<file path="src/rtl/i2c_rb_pkg.sv">
package i2c_rb_pkg;

  typedef enum logic [3:0] {
    S_IDLE,
    S_DEVADR,
    S_DEVACK,
    S_REGPTR,
    S_PTRACK,
    S_WRDAT,
    S_WRACK,
    S_RDDAT,
    S_RDACK
  } rb_state_t;

  // Next pointer value inside a bank of n entries.
  function automatic int unsigned ptr_step(int unsigned p, int unsigned n);
    return (p + 1 >= n) ? 0 : p + 1;
  endfunction

  // Upper seven bits of a received address byte against the device address.
  function automatic logic addr_match(logic [7:0] b, logic [6:0] dev);
    return b[7:1] == dev;
  endfunction

endpackage

</file>
<file path="src/rtl/i2c_rb_busmon.sv">
module i2c_rb_busmon #(
  parameter int SYNC_STAGES = 2
) (
  input  logic clk,
  input  logic rst_n,
  input  logic scl_i,
  input  logic sda_i,
  output logic scl_s,
  output logic sda_s,
  output logic scl_rise,
  output logic scl_fall,
  output logic start_det,
  output logic stop_det
);

  logic [SYNC_STAGES-1:0] scl_pipe;
  logic [SYNC_STAGES-1:0] sda_pipe;
  logic scl_d;
  logic sda_d;

  always_ff @(posedge clk or negedge rst_n) begin
    if (!rst_n) begin
      scl_pipe <= '1;
      sda_pipe <= '1;
      scl_d    <= 1'b1;
      sda_d    <= 1'b1;
    end else begin
      scl_pipe <= {scl_pipe[SYNC_STAGES-2:0], scl_i};
      sda_pipe <= {sda_pipe[SYNC_STAGES-2:0], sda_i};
      scl_d    <= scl_pipe[SYNC_STAGES-1];
      sda_d    <= sda_pipe[SYNC_STAGES-1];
    end
  end

  assign scl_s     = scl_pipe[SYNC_STAGES-1];
  assign sda_s     = sda_pipe[SYNC_STAGES-1];
  assign scl_rise  = scl_s & ~scl_d;
  assign scl_fall  = ~scl_s & scl_d;
  // Data edges while the clock stays high are bus conditions.
  assign start_det = scl_s & scl_d & sda_d & ~sda_s;
  assign stop_det  = scl_s & scl_d & ~sda_d & sda_s;

endmodule

</file>
<file path="src/rtl/i2c_rb_regfile.sv">
module i2c_rb_regfile #(
  parameter int NREG = 16,
  parameter int DW   = 8,
  localparam int PW  = $clog2(NREG)
) (
  input  logic               clk,
  input  logic               rst_n,
  input  logic               wr_en,
  input  logic [PW-1:0]      wr_idx,
  input  logic [DW-1:0]      wr_data,
  input  logic [PW-1:0]      rd_idx,
  output logic [DW-1:0]      rd_data,
  output logic [NREG*DW-1:0] bank_flat
);

  for (genvar i = 0; i < NREG; i++) begin : g_reg
    logic [DW-1:0] q;
    always_ff @(posedge clk or negedge rst_n) begin
      if (!rst_n)
        q <= '0;
      else if (wr_en && (wr_idx == PW'(i)))
        q <= wr_data;
    end
    assign bank_flat[i*DW +: DW] = q;
  end

  assign rd_data = bank_flat[int'(rd_idx)*DW +: DW];

endmodule

</file>
<file path="src/rtl/i2c_rb_engine.sv">
module i2c_rb_engine
  import i2c_rb_pkg::*;
#(
  parameter logic [6:0] DEV_ADDR = 7'h5C,
  parameter int NREG = 16,
  parameter int DW   = 8,
  localparam int PW  = $clog2(NREG)
) (
  input  logic          clk,
  input  logic          rst_n,
  input  logic          sda_s,
  input  logic          scl_rise,
  input  logic          scl_fall,
  input  logic          start_det,
  input  logic          stop_det,
  input  logic [DW-1:0] rd_byte,
  output logic          sda_oe,
  output logic          wr_en,
  output logic [PW-1:0] ptr,
  output logic [DW-1:0] wr_byte,
  output logic          addr_nack,
  output logic          rx_done
);

  rb_state_t     state;
  logic [2:0]    cnt;
  logic [DW-1:0] shreg;
  logic [DW-1:0] tx;
  logic          got8;
  logic          rw;
  logic          mack;
  logic          rx_state;
  logic          hit;
  logic [PW-1:0] ptr_nx;

  assign rx_state  = (state == S_DEVADR) || (state == S_REGPTR) || (state == S_WRDAT);
  assign rx_done   = rx_state && got8 && scl_fall;
  assign hit       = addr_match(shreg, DEV_ADDR);
  assign wr_en     = rx_done && (state == S_WRDAT);
  assign addr_nack = rx_done && (state == S_DEVADR) && !hit;
  assign wr_byte   = shreg;
  assign ptr_nx    = PW'(ptr_step(int'(ptr), NREG));

  always_ff @(posedge clk or negedge rst_n) begin
    if (!rst_n) begin
      state  <= S_IDLE;
      cnt    <= '0;
      shreg  <= '0;
      tx     <= '0;
      got8   <= 1'b0;
      rw     <= 1'b0;
      mack   <= 1'b0;
      ptr    <= '0;
      sda_oe <= 1'b0;
    end else if (start_det) begin
      state  <= S_DEVADR;
      cnt    <= '0;
      got8   <= 1'b0;
      sda_oe <= 1'b0;
    end else if (stop_det) begin
      state  <= S_IDLE;
      cnt    <= '0;
      got8   <= 1'b0;
      sda_oe <= 1'b0;
    end else begin
      unique case (state)
        S_DEVADR, S_REGPTR, S_WRDAT: begin
          if (scl_rise && !got8) begin
            shreg <= {shreg[DW-2:0], sda_s};
            cnt   <= cnt + 3'd1;
            if (cnt == 3'd7) got8 <= 1'b1;
          end else if (rx_done) begin
            got8 <= 1'b0;
            cnt  <= '0;
            if (state == S_DEVADR) begin
              if (hit) begin
                rw     <= shreg[0];
                sda_oe <= 1'b1;
                state  <= S_DEVACK;
              end else begin
                state  <= S_IDLE;
              end
            end else if (state == S_REGPTR) begin
              ptr    <= shreg[PW-1:0];
              sda_oe <= 1'b1;
              state  <= S_PTRACK;
            end else begin
              ptr    <= ptr_nx;
              sda_oe <= 1'b1;
              state  <= S_WRACK;
            end
          end
        end
        S_DEVACK: begin
          if (scl_fall) begin
            if (rw) begin
              tx     <= rd_byte;
              sda_oe <= ~rd_byte[DW-1];
              cnt    <= '0;
              state  <= S_RDDAT;
            end else begin
              sda_oe <= 1'b0;
              state  <= S_REGPTR;
            end
          end
        end
        S_PTRACK, S_WRACK: begin
          if (scl_fall) begin
            sda_oe <= 1'b0;
            state  <= S_WRDAT;
          end
        end
        S_RDDAT: begin
          if (scl_fall) begin
            if (cnt == 3'd7) begin
              sda_oe <= 1'b0;
              ptr    <= ptr_nx;
              state  <= S_RDACK;
            end else begin
              tx     <= {tx[DW-2:0], 1'b0};
              sda_oe <= ~tx[DW-2];
              cnt    <= cnt + 3'd1;
            end
          end
        end
        S_RDACK: begin
          if (scl_rise) begin
            mack <= ~sda_s;
          end else if (scl_fall) begin
            if (mack) begin
              tx     <= rd_byte;
              sda_oe <= ~rd_byte[DW-1];
              cnt    <= '0;
              state  <= S_RDDAT;
            end else begin
              state  <= S_IDLE;
            end
          end
        end
        default: ;
      endcase
    end
  end

endmodule

</file>
<file path="src/rtl/i2c_regbank_slave.sv">
module i2c_regbank_slave #(
  parameter logic [6:0] DEV_ADDR    = 7'h5C,
  parameter int         NREG        = 16,
  parameter int         DW          = 8,
  parameter int         SYNC_STAGES = 2
) (
  input  logic               clk,
  input  logic               rst_n,
  input  logic               scl_i,
  input  logic               sda_i,
  output logic               sda_oe,
  output logic [NREG*DW-1:0] regs_o
);

  localparam int PW = $clog2(NREG);

  logic          scl_s;
  logic          sda_s;
  logic          scl_rise;
  logic          scl_fall;
  logic          start_det;
  logic          stop_det;
  logic          wr_en;
  logic [PW-1:0] ptr;
  logic [DW-1:0] wr_byte;
  logic [DW-1:0] rd_byte;
  logic          addr_nack;
  logic          rx_done;

  i2c_rb_busmon #(.SYNC_STAGES(SYNC_STAGES)) u_busmon (
    .clk       (clk),
    .rst_n     (rst_n),
    .scl_i     (scl_i),
    .sda_i     (sda_i),
    .scl_s     (scl_s),
    .sda_s     (sda_s),
    .scl_rise  (scl_rise),
    .scl_fall  (scl_fall),
    .start_det (start_det),
    .stop_det  (stop_det)
  );

  i2c_rb_engine #(.DEV_ADDR(DEV_ADDR), .NREG(NREG), .DW(DW)) u_engine (
    .clk       (clk),
    .rst_n     (rst_n),
    .sda_s     (sda_s),
    .scl_rise  (scl_rise),
    .scl_fall  (scl_fall),
    .start_det (start_det),
    .stop_det  (stop_det),
    .rd_byte   (rd_byte),
    .sda_oe    (sda_oe),
    .wr_en     (wr_en),
    .ptr       (ptr),
    .wr_byte   (wr_byte),
    .addr_nack (addr_nack),
    .rx_done   (rx_done)
  );

  i2c_rb_regfile #(.NREG(NREG), .DW(DW)) u_regfile (
    .clk       (clk),
    .rst_n     (rst_n),
    .wr_en     (wr_en),
    .wr_idx    (ptr),
    .wr_data   (wr_byte),
    .rd_idx    (ptr),
    .rd_data   (rd_byte),
    .bank_flat (regs_o)
  );

endmodule

</file>
<file path="config.mk">
export PLATFORM = sky130hd
export DESIGN_NAME = i2c_regbank_slave
export DESIGN_NICKNAME = d
export VERILOG_FILES = /design/src/rtl/i2c_rb_pkg.sv /design/src/rtl/i2c_rb_busmon.sv /design/src/rtl/i2c_rb_regfile.sv /design/src/rtl/i2c_rb_engine.sv /design/src/rtl/i2c_regbank_slave.sv
export SDC_FILE = /design/constraint.sdc
export NUM_CORES = 1
export LEC_CHECK = 0
export BUFFER_PORTS_ARGS = -buffer_cell sky130_fd_sc_hd__clkbuf_2
export CORE_ASPECT_RATIO = 1.25
export CORE_MARGIN = 4
export CORE_UTILIZATION = 47
export DETAILED_ROUTE_END_ITERATION = 6
export HOLD_SLACK_MARGIN = 0.08
export PLACE_DENSITY = 0.81
export SYNTH_ARGS = -nofsm -noshare
export SYNTH_HDL_FRONTEND = slang
export SYNTH_HIERARCHICAL = 1
export SYNTH_SLANG_ARGS = --single-unit
</file>
<file path="constraint.sdc">
create_clock -name clk -period 2.95 [get_ports clk]
set_input_delay 0.295 -clock clk [delete_from_list [all_inputs] [get_ports clk]]
set_output_delay 0.295 -clock clk [all_outputs]
set_load 0.02 [all_outputs]
</file>
==> impl_results.md, run 1 <==
- Worst-Margin Slew: 776 ps
- CTS Sinks: 164
- Number of gates resized after CTS: 0
- Area Growth Syn to Fin: 19.5%
- # diodes: 0
- GR peak layer: met2
- Unrepaired setup endpoints after global routing: false
- Pwr/cell area: 687 mW/mm2
- Cells after synthesis: 573
- Postcts setup bufs: 0
- Max-capacitance violation count: 0
- Post-route clock period utilization: 95.6%
- WL final: 22,100 um
- TritonCTS clock tree: yes
- Netlist Area Pre-Place: 0.00795 mm2
- Chip Height: 153 um
- Avg Inst Size Synth: 13.9 um2
- Routability Congestion: 0.900
- Met3 GRT Util: 5.27%
- Worst skew pair latency: 440 ps
- Syn nets: 580
- Setup crit start kind: flip-flop
- CP Capture Type: flip-flop
- Yosys warns: 6
- Num rows: 52
- Initial core utilization: 48.5%
- Htree depth: 4
- Logic pwr share: 23.8%
- 1st-iter DRT viols: 559
- Port bufs: 132
- Clock power share: 34.8%
- Sw frac: 33.2%
- Min Tclk post-route: 2820 ps
- Max_slew headroom: 48.3%
- Width of the chip: 124 um
- Grt met1 use: 28.2%
- Fmax: 0.355 GHz
- Final Skew: 11.3 ps
- Max-slew violations: 0
- Num CTS Buffers: 17
- First-pass GRT wire length: 35,000 um
- Clock transition at the registers of the reported paths: 60 ps
- Sequential power share: 41.5%
- GRT Overall Usage: 23.4%
- CTS root buf: clkbuf_16
- Leak: 0.00474 uW
- Setup TNS: 0 ps
- Max clock buf depth: 2
- Via/cell ratio: 6.12
- Design Power: 6520 uW
- Outcome: finished clean
- DR pass1 iterations: 6
- GR Overflow Total: 0
- Vias in the first global route: 6,151
- Crit Path Category: flip-flop to flip-flop
- Fillers: 1,272
- Power Internal: 4360 uW
- Crit Path Max Fanout: 8
- Min-Delay Path Class: flip-flop to flip-flop
- Total core area: 0.0164 mm2
- Num ports: 133
- Crit path arrival time: 3140 ps
- # DRC: 0
- Via count: 5,743
- P_sw: 2170 uW
- Initial antenna violation count: 0
- Maximum VDD drop: 0.000339 V
- Largest net degree at the start of global routing: 77
- Remaining antenna violation count: 0
- Met2 Use GR: 40.2%
- WP data required: 3270 ps
- Layout cells sized above 1: 53.0%
- Die area: 0.0191 mm2
- Routed len/inst: 23.5 um
- Nets: 717
- HPWL Detailed: 15,700 um
- Hold Fails Final Rpt: 0
- # setup viols final: 0
## cell type report
cell class | instances | area, um2 | area share (%)
timing repair buffer | 156 | 867 | 9.13
inverter | 2 | 7.51 | 0.0791
clock buffer | 19 | 453 | 4.77
clock inverter | 13 | 154 | 1.62
tap | 216 | 270 | 2.85
multi-input combinational | 369 | 3630 | 38.2
sequential | 164 | 4110 | 43.3
## registers in the layout, indices dropped and copies added (netlist names)
| register | count |
|---|---|
| u_busmon/scl_d | 1 |
| u_busmon/scl_pipe | 2 |
| u_busmon/sda_d | 1 |
| u_busmon/sda_pipe | 2 |
| u_engine/cnt | 3 |
| u_engine/got8 | 1 |
| u_engine/mack | 1 |
| u_engine/ptr | 4 |
| u_engine/rw | 1 |
| u_engine/sda_oe | 1 |
| u_engine/state | 4 |
| u_engine/tx | 7 |
| u_engine/wr_byte | 8 |
| u_regfile/g.q | 128 |
## path summary, 6_finish.rpt
| path | start | endpoint | slack, ps | depth (start not counted) |
|---|---|---|---|---|
| max | u_busmon/scl_d$_DFF_PN1_ | u_regfile/g_reg[3].q[6]$_DFFE_PN0P_ | 130 | 7 |
| min | u_busmon/sda_pipe[0]$_DFF_PN1_ | u_busmon/sda_pipe[1]$_DFF_PN1_ | 360 | 0 |
| max reg2reg | u_busmon/scl_d$_DFF_PN1_ | u_regfile/g_reg[3].q[6]$_DFFE_PN0P_ | 130 | 7 |
| min reg2reg | u_busmon/sda_pipe[0]$_DFF_PN1_ | u_busmon/sda_pipe[1]$_DFF_PN1_ | 360 | 0 |
| max in group asynchronous | rst_n | u_busmon/sda_pipe[1]$_DFF_PN1_ | 1620 | 3 |
| min in group asynchronous | rst_n | u_engine/wr_byte[0]$_DFFE_PN0P_ | 460 | 2 |
## timing repair
item,CTS,global route
hold endpoints to repair,73,0
endpoints found under the setup margin,0,0
hold buffers,3,0
## critical path, stage by stage (launching register included)
cell	delay, ps
dfstp_2	550
nor2b_1	170
nand2_1	100
nor4b_1	450
buf_4	230
nor3b_1	360
and3_1	470
mux2_2	390
## power by group through the flow
stage / logic [uW] / clock network, uW / registers [uW]
floorplan: 1250 / 0 / 2540
global placement: 1490 / 0 / 2720
detailed placement: 1530 / 0 / 2730
CTS: 1540 / 2300 / 2690
global route: 1660 / 2410 / 2730
finish: 1550 / 2270 / 2710
## metrics by stage
stage / area (um2) / setup WS [ps] / utilization [%] / std cells / hold WS, ps
5_1_grt: 9500 / 55.9 / 57.9 / 939 / 366
3_3_place_gp: 8860 / 417 / 54.0 / 904 / 348
2_1_floorplan: 7950 / 363 / - / 573 / -0.591
6_report: 9500 / 129 / 57.9 / 939 / 359
4_1_cts: 9500 / 243 / 57.9 / 939 / 364
3_5_place_dp: 8860 / 312 / 54.0 / 904 / 352
## per-layer routing
layer / wire length (um) / up-vias
met4: 895 / 0
li1: - / 2425
met2: 11500 / 280
met3: 1480 / 77
met1: 8190 / 2961
met5: 0 / -
## placed cells by master (no fill, tap or decap), types with 4 or more instances in the layout
| cell type | count |
|---|---|
| dfrtp_1 | 157 |
| mux2_2 | 136 |
| clkbuf_2 | 131 |
| nand2_1 | 35 |
| mux4_2 | 32 |
| buf_4 | 20 |
| clkbuf_16 | 17 |
| a22oi_1 | 16 |
| nor2_1 | 12 |
| mux2i_1 | 11 |
| a21oi_1 | 10 |
| o21ai_1 | 9 |
| nor2_2 | 9 |
| o21ai_0 | 8 |
| nand2b_1 | 7 |
| clkinv_2 | 6 |
| dfstp_2 | 6 |
| nand3_1 | 6 |
| nor2b_1 | 5 |
| and4b_1 | 4 |
| or3_1 | 4 |
| nor3_1 | 4 |
Power figures use the tool's default switching activity.
==> run 2: changes to the inputs <==
--- a/config.mk
+++ b/config.mk
@@ -13,4 +13,5 @@
 export HOLD_SLACK_MARGIN = 0.08
 export PLACE_DENSITY = 0.81
+export REMOVE_ABC_BUFFERS = 1
 export SYNTH_ARGS = -nofsm -noshare
 export SYNTH_HDL_FRONTEND = slang
==> constraint.sdc (replaced) <==
create_clock -name clk -period 2.7 [get_ports clk]
set_input_delay 0.54 -clock clk [delete_from_list [all_inputs] [get_ports clk]]
set_output_delay 0.54 -clock clk [all_outputs]
set_load 0.02 [all_outputs]
==> impl_results.md, run 2 (same netlist as run 1, synthesis figures left out) <==
- CTS Sinks: 164
- Die area: 0.0191 mm2
- Post-route clock period utilization: 99.3%
- HPWL Detailed: 15,500 um
- Via count: 5,729
- Width of the chip: 124 um
- Hold Fails Final Rpt: 0
- Reg2reg setup slack: 20 ps
- Min Tclk post-route: 2680 ps
- TritonCTS clock tree: yes
- Port bufs: 132
- 1st-iter DRT viols: 477
- Pwr/cell area: 773 mW/mm2
- Layout cells sized above 1: 54.6%
- Biggest register: u_regfile/g.q
- # setup viols final: 0
- Maximum VDD drop: 0.000552 V
- R2r worst-path depth: 7
- Worst setup startpoint: u_busmon/scl_d$_DFF_PN1_
- First-pass GRT wire length: 35,300 um
- Post-route worst setup slack: 19.3 ps
- Unrepaired setup endpoints after global routing: true
- Initial antenna violation count: 0
- Post-layout util: 59.0%
- CP Capture Type: flip-flop
- Worst r2r src: u_busmon/scl_d$_DFF_PN1_
- Worst-Margin Slew: 838 ps
- Total core area: 0.0164 mm2
- Num CTS Buffers: 17
- CTS root buf: clkbuf_16
- Crit Path Category: flip-flop to flip-flop
- Reg2reg end: u_regfile/g_reg[12].q[2]$_DFFE_PN0P_
- Routability Congestion: 0.910
- Routed len/inst: 23.5 um
- GR Overflow Total: 0
- WP data required: 3010 ps
- Clock transition at the registers of the reported paths: 60 ps
- Largest register FFs: 128
- Num ports: 133
- Crit Path Max Fanout: 8
- Postcts setup bufs: 0
- Chip Height: 153 um
- Design Power: 7480 uW
- Max_slew headroom: 44.2%
- Initial core utilization: 48.5%
- # diodes: 0
- # DRC: 0
- Final Skew: 13.3 ps
- Max clock buf depth: 2
- Htree depth: 4
- DR pass1 iterations: 5
- Leak: 0.00483 uW
- Outcome: finished clean
- Worst skew pair latency: 430 ps
- Largest net degree at the start of global routing: 55
- Area Growth Syn to Fin: 21.7%
- Nets: 730
- Num rows: 52
- Max-capacitance violation count: 0
- Remaining antenna violation count: 0
- Crit path arrival time: 2990 ps
- Worst Setup EP: u_regfile/g_reg[12].q[2]$_DFFE_PN0P_
- Fmax: 0.373 GHz
- Min-Delay Path Class: input pin to async pin
- Max-slew violations: 0
- WL final: 22,300 um
- GRT Overall Usage: 23.7%
- Vias in the first global route: 6,068
- Via/cell ratio: 6.02
- Commonest non-fill, non-tap cell in the layout: dfrtp_1
- Setup crit start kind: flip-flop
- Pre-CTS setup slack: 134 ps
- Most frequent cells in the layout: dfrtp_1 (157), mux2_2 (136), clkbuf_2 (131)
[run 2: changes by cell type in the layout (fill, tap and decap cells not counted), sizes merged]
cell	previous run	this run
buf	22	38
clkinv	7	3
dlygate4sd3	3	0
bufinv	3	5
clkbuf	150	151
[run 2: worst min path at each step]
stage	endpoint	slack, ps
floorplan	u_engine/cnt[0]$_DFFE_PN0P_	240
detailed placement	u_busmon/scl_pipe[1]$_DFF_PN1_	350
CTS	u_engine/sda_oe$_DFFE_PN0P_	80
global route	u_engine/cnt[1]$_DFFE_PN0P_	90
global placement	u_busmon/scl_pipe[1]$_DFF_PN1_	350
finish	u_engine/cnt[0]$_DFFE_PN0P_	70
[run 2: area by class of cell]
cell class                      count  area [um2]
Clock buffer                       20         467
Clock inverter                     11         198
Fill cell                        1276        6730
Inverter                            2        7.51
Multi-Input combinational cell    369        3660
Sequential cell                   164        4110
Tap cell                          216         270
Timing Repair Buffer              169         957
[run 2: report_power, final]
part           switching [uW]  total [uW]  internal (uW)
sequential                276        2850           2580
combinational            1160        1910            743
clock                     999        2720           1720
total                    2440        7480           5040
[run 2: per-stage QoR]
stage | setup TNS (ps) | area [um2] | hold WS [ps] | instances
finish | 0 | 9670 | 71.4 | 951
floorplan | -5080 | 7750 | 244 | 535
detailed placement | 0 | 8980 | 349 | 920
CTS | 0 | 9640 | 83.2 | 951
global route | -1910 | 9670 | 90.7 | 951
global placement | 0 | 8980 | 350 | 920
[run 2: worst max-delay path, stage by stage (launching register included)]
cell     delay (ps)
dfstp_2         550
nor2b_1         180
nand2_1         100
nor4b_1         380
buf_4           200
nand3_1         220
or3_1           580
mux2_2          350
[run 2: routing by layer]
metal,GRT usage (%),vias to the layer above,share of wire (%)
met5,0,-,0
met4,11.9,0,4.4
met3,5.06,69,4.5
met2,39.6,218,52
met1,29.3,2997,39
li1,-,2445,-
[run 2: repair_timing]
item,4_1_cts,5_1_grt
setup endpoints to repair,0,77
hold buffers,0,0
gates resized for setup,0,6
==> run 3: changes to the inputs <==
Settings changed: PLACE_DENSITY 0.81 to default, PLACE_DENSITY_LB_ADDON from default to 0.08, RECOVER_POWER from default to 25.
==> impl_results.md, run 3 (same netlist as run 1, synthesis figures left out) <==
- Min-Delay Path Class: input pin to flip-flop
- HPWL Detailed: 15,400 um
- Crit Path Category: flip-flop to flip-flop
- TritonCTS clock tree: yes
- Area Growth Syn to Fin: 22.0%
- Clock power share: 33.6%
- Crit path buffers/inverters: 0
- Setup TNS: 0 ps
- CTS Sinks: 164
- Min Tclk post-route: 2470 ps
- CP Capture Type: flip-flop
- Total core area: 0.0164 mm2
- Largest net degree at the start of global routing: 56
- Outcome: finished clean
- Commonest non-fill, non-tap cell in the layout: dfrtp_1
- Worst-Margin Slew: 1420 ps
- Reg2reg setup slack: 230 ps
- Nets: 741
- Post-place instance area: 0.00913 mm2
- Initial antenna violation count: 0
- Logic pwr share: 26.6%
- Num CTS Buffers: 17
- Vias in the first global route: 5,977
- GRT Overall Usage: 23.3%
- Initial core utilization: 48.5%
- WP data required: 3040 ps
- Max_slew headroom: 5.25%
- # DRC: 0
- Largest stage delay, worst path: 670 ps
- Hold Fails Final Rpt: 0
- Post-route clock period utilization: 91.5%
- Setup crit start kind: flip-flop
- Width of the chip: 124 um
- Sequential power share: 39.8%
- CP cell instances: mux4_2, a22oi_1, nand2_1, nor3b_1, o21ai_0, and4_1, nor3_1
- GR Overflow Total: 0
- # setup viols final: 0
- WL final: 21,800 um
- Biggest register: u_regfile/g.q
- Via/cell ratio: 5.80
- Sw frac: 34.0%
- Hold buffers post-CTS: 0
- # diodes: 0
- Max clock buf depth: 2
- Layout cells sized above 1: 54.4%
- P_sw: 2440 uW
- DR pass1 iterations: 5
- CTS root buf: clkbuf_16
- Final Skew: 7.27 ps
- Die area: 0.0191 mm2
- Chip Height: 153 um
- Most frequent cells in the layout: dfrtp_1 (156), mux2_2 (136), clkbuf_2 (132)
- Leak: 0.00485 uW
- Port bufs: 132
- First-pass GRT wire length: 34,600 um
- Num rows: 52
- Crit Path Max Fanout: 13
- Fmax: 0.405 GHz
- Max-slew violations: 0
- Power Internal: 4730 uW
- Worst skew pair latency: 420 ps
- Pwr/cell area: 741 mW/mm2
- Placed Cells: 931
- Via count: 5,586
- Largest register FFs: 128
- Remaining antenna violation count: 0
- Clock transition at the registers of the reported paths: 60 ps
- Max-capacitance violation count: 0
- 1st-iter DRT viols: 403
- Maximum VDD drop: 0.000380 V
- Crit path arrival time: 2810 ps
- Htree depth: 4
- Routed len/inst: 22.7 um
- Num ports: 133
- Number of gates resized after CTS: 0
- Fillers: 1,376
- Slowest stage cell, crit path: dfrtp_2
- Final non-filler cell total: 963
- Routability Congestion: 0.963
- Unrepaired setup endpoints after global routing: false
- Design Area, Final: 0.00969 mm2
- Crit path max-delay family: simple AND/OR/NAND/NOR gates
- Postcts setup bufs: 0
-- run 3: cell types whose count changed in the layout (fill, tap and decap cells not counted), moves of 3 or more --
cell | previous run | this run
clkbuf_1 | 0 | 4
nor2_4 | 3 | 0
nor2_2 | 6 | 9
buf_12 | 1 | 5
buf_4 | 36 | 41
bufinv_16 | 5 | 2
-- run 3: power groups by stage --
| stage | clock network [uW] | registers [uW] | logic (uW) |
|---|---|---|---|
| final | 2410 | 2850 | 1910 |
| after detailed placement | 0 | 2910 | 1910 |
| after floorplan | 0 | 3080 | 924 |
| after CTS | 2460 | 2860 | 1920 |
| after global routing | 2560 | 2890 | 2060 |
| after global placement | 0 | 2890 | 1860 |
-- run 3: layout make-up --
type / count / area (um2) / share of cell area, %
clock buffer: 22 / 464 / 4.79
timing repair buffer: 180 / 1080 / 11.1
inverter: 2 / 7.51 / 0.0774
sequential: 164 / 4110 / 42.4
clock inverter: 10 / 123 / 1.27
multi-input combinational: 369 / 3640 / 37.5
tap: 216 / 270 / 2.79
-- run 3: path summary, 6_finish.rpt --
path	startpoint	to	depth (start not counted)
max	u_engine/ptr[0]$_DFFE_PN0P_	u_engine/sda_oe$_DFFE_PN0P_	7
min	sda_i	u_busmon/sda_pipe[0]$_DFF_PN1_	1
max reg2reg	u_engine/ptr[0]$_DFFE_PN0P_	u_engine/sda_oe$_DFFE_PN0P_	7
min reg2reg	u_busmon/sda_pipe[0]$_DFF_PN1_	u_busmon/sda_pipe[1]$_DFF_PN1_	0
max in group asynchronous	rst_n	u_regfile/g_reg[14].q[7]$_DFFE_PN0P_	2
min in group asynchronous	rst_n	u_engine/wr_byte[0]$_DFFE_PN0P_	1
-- run 3: worst register-to-register path, stage by stage (launching register included) --
cell	delay (ps)
dfrtp_2	670
mux4_2	590
a22oi_1	340
nand2_1	180
nor3b_1	220
o21ai_0	90
and4_1	190
nor3_1	120
-- run 3: layer usage --
metal / share of wire (%) / GRT usage [%] / up-vias
met2: 52 / 39.9 / 170
met1: 40 / 28.9 / 2900
li1: - / - / 2470
met3: 3.9 / 4.68 / 46
met4: 3.7 / 9.14 / 0
met5: 0 / 0 / -
-- run 3: metrics by stage --
stage	hold WS, ps	setup WS [ps]	total power [uW]	utilization [%]
3_5_place_dp	350	134	4820	55.7
5_1_grt	182	64.7	7510	59.1
4_1_cts	84.9	121	7240	59.2
2_1_floorplan	244	-428	4000	-
6_report	197	230	7180	59.1
3_3_place_gp	351	187	4760	55.7
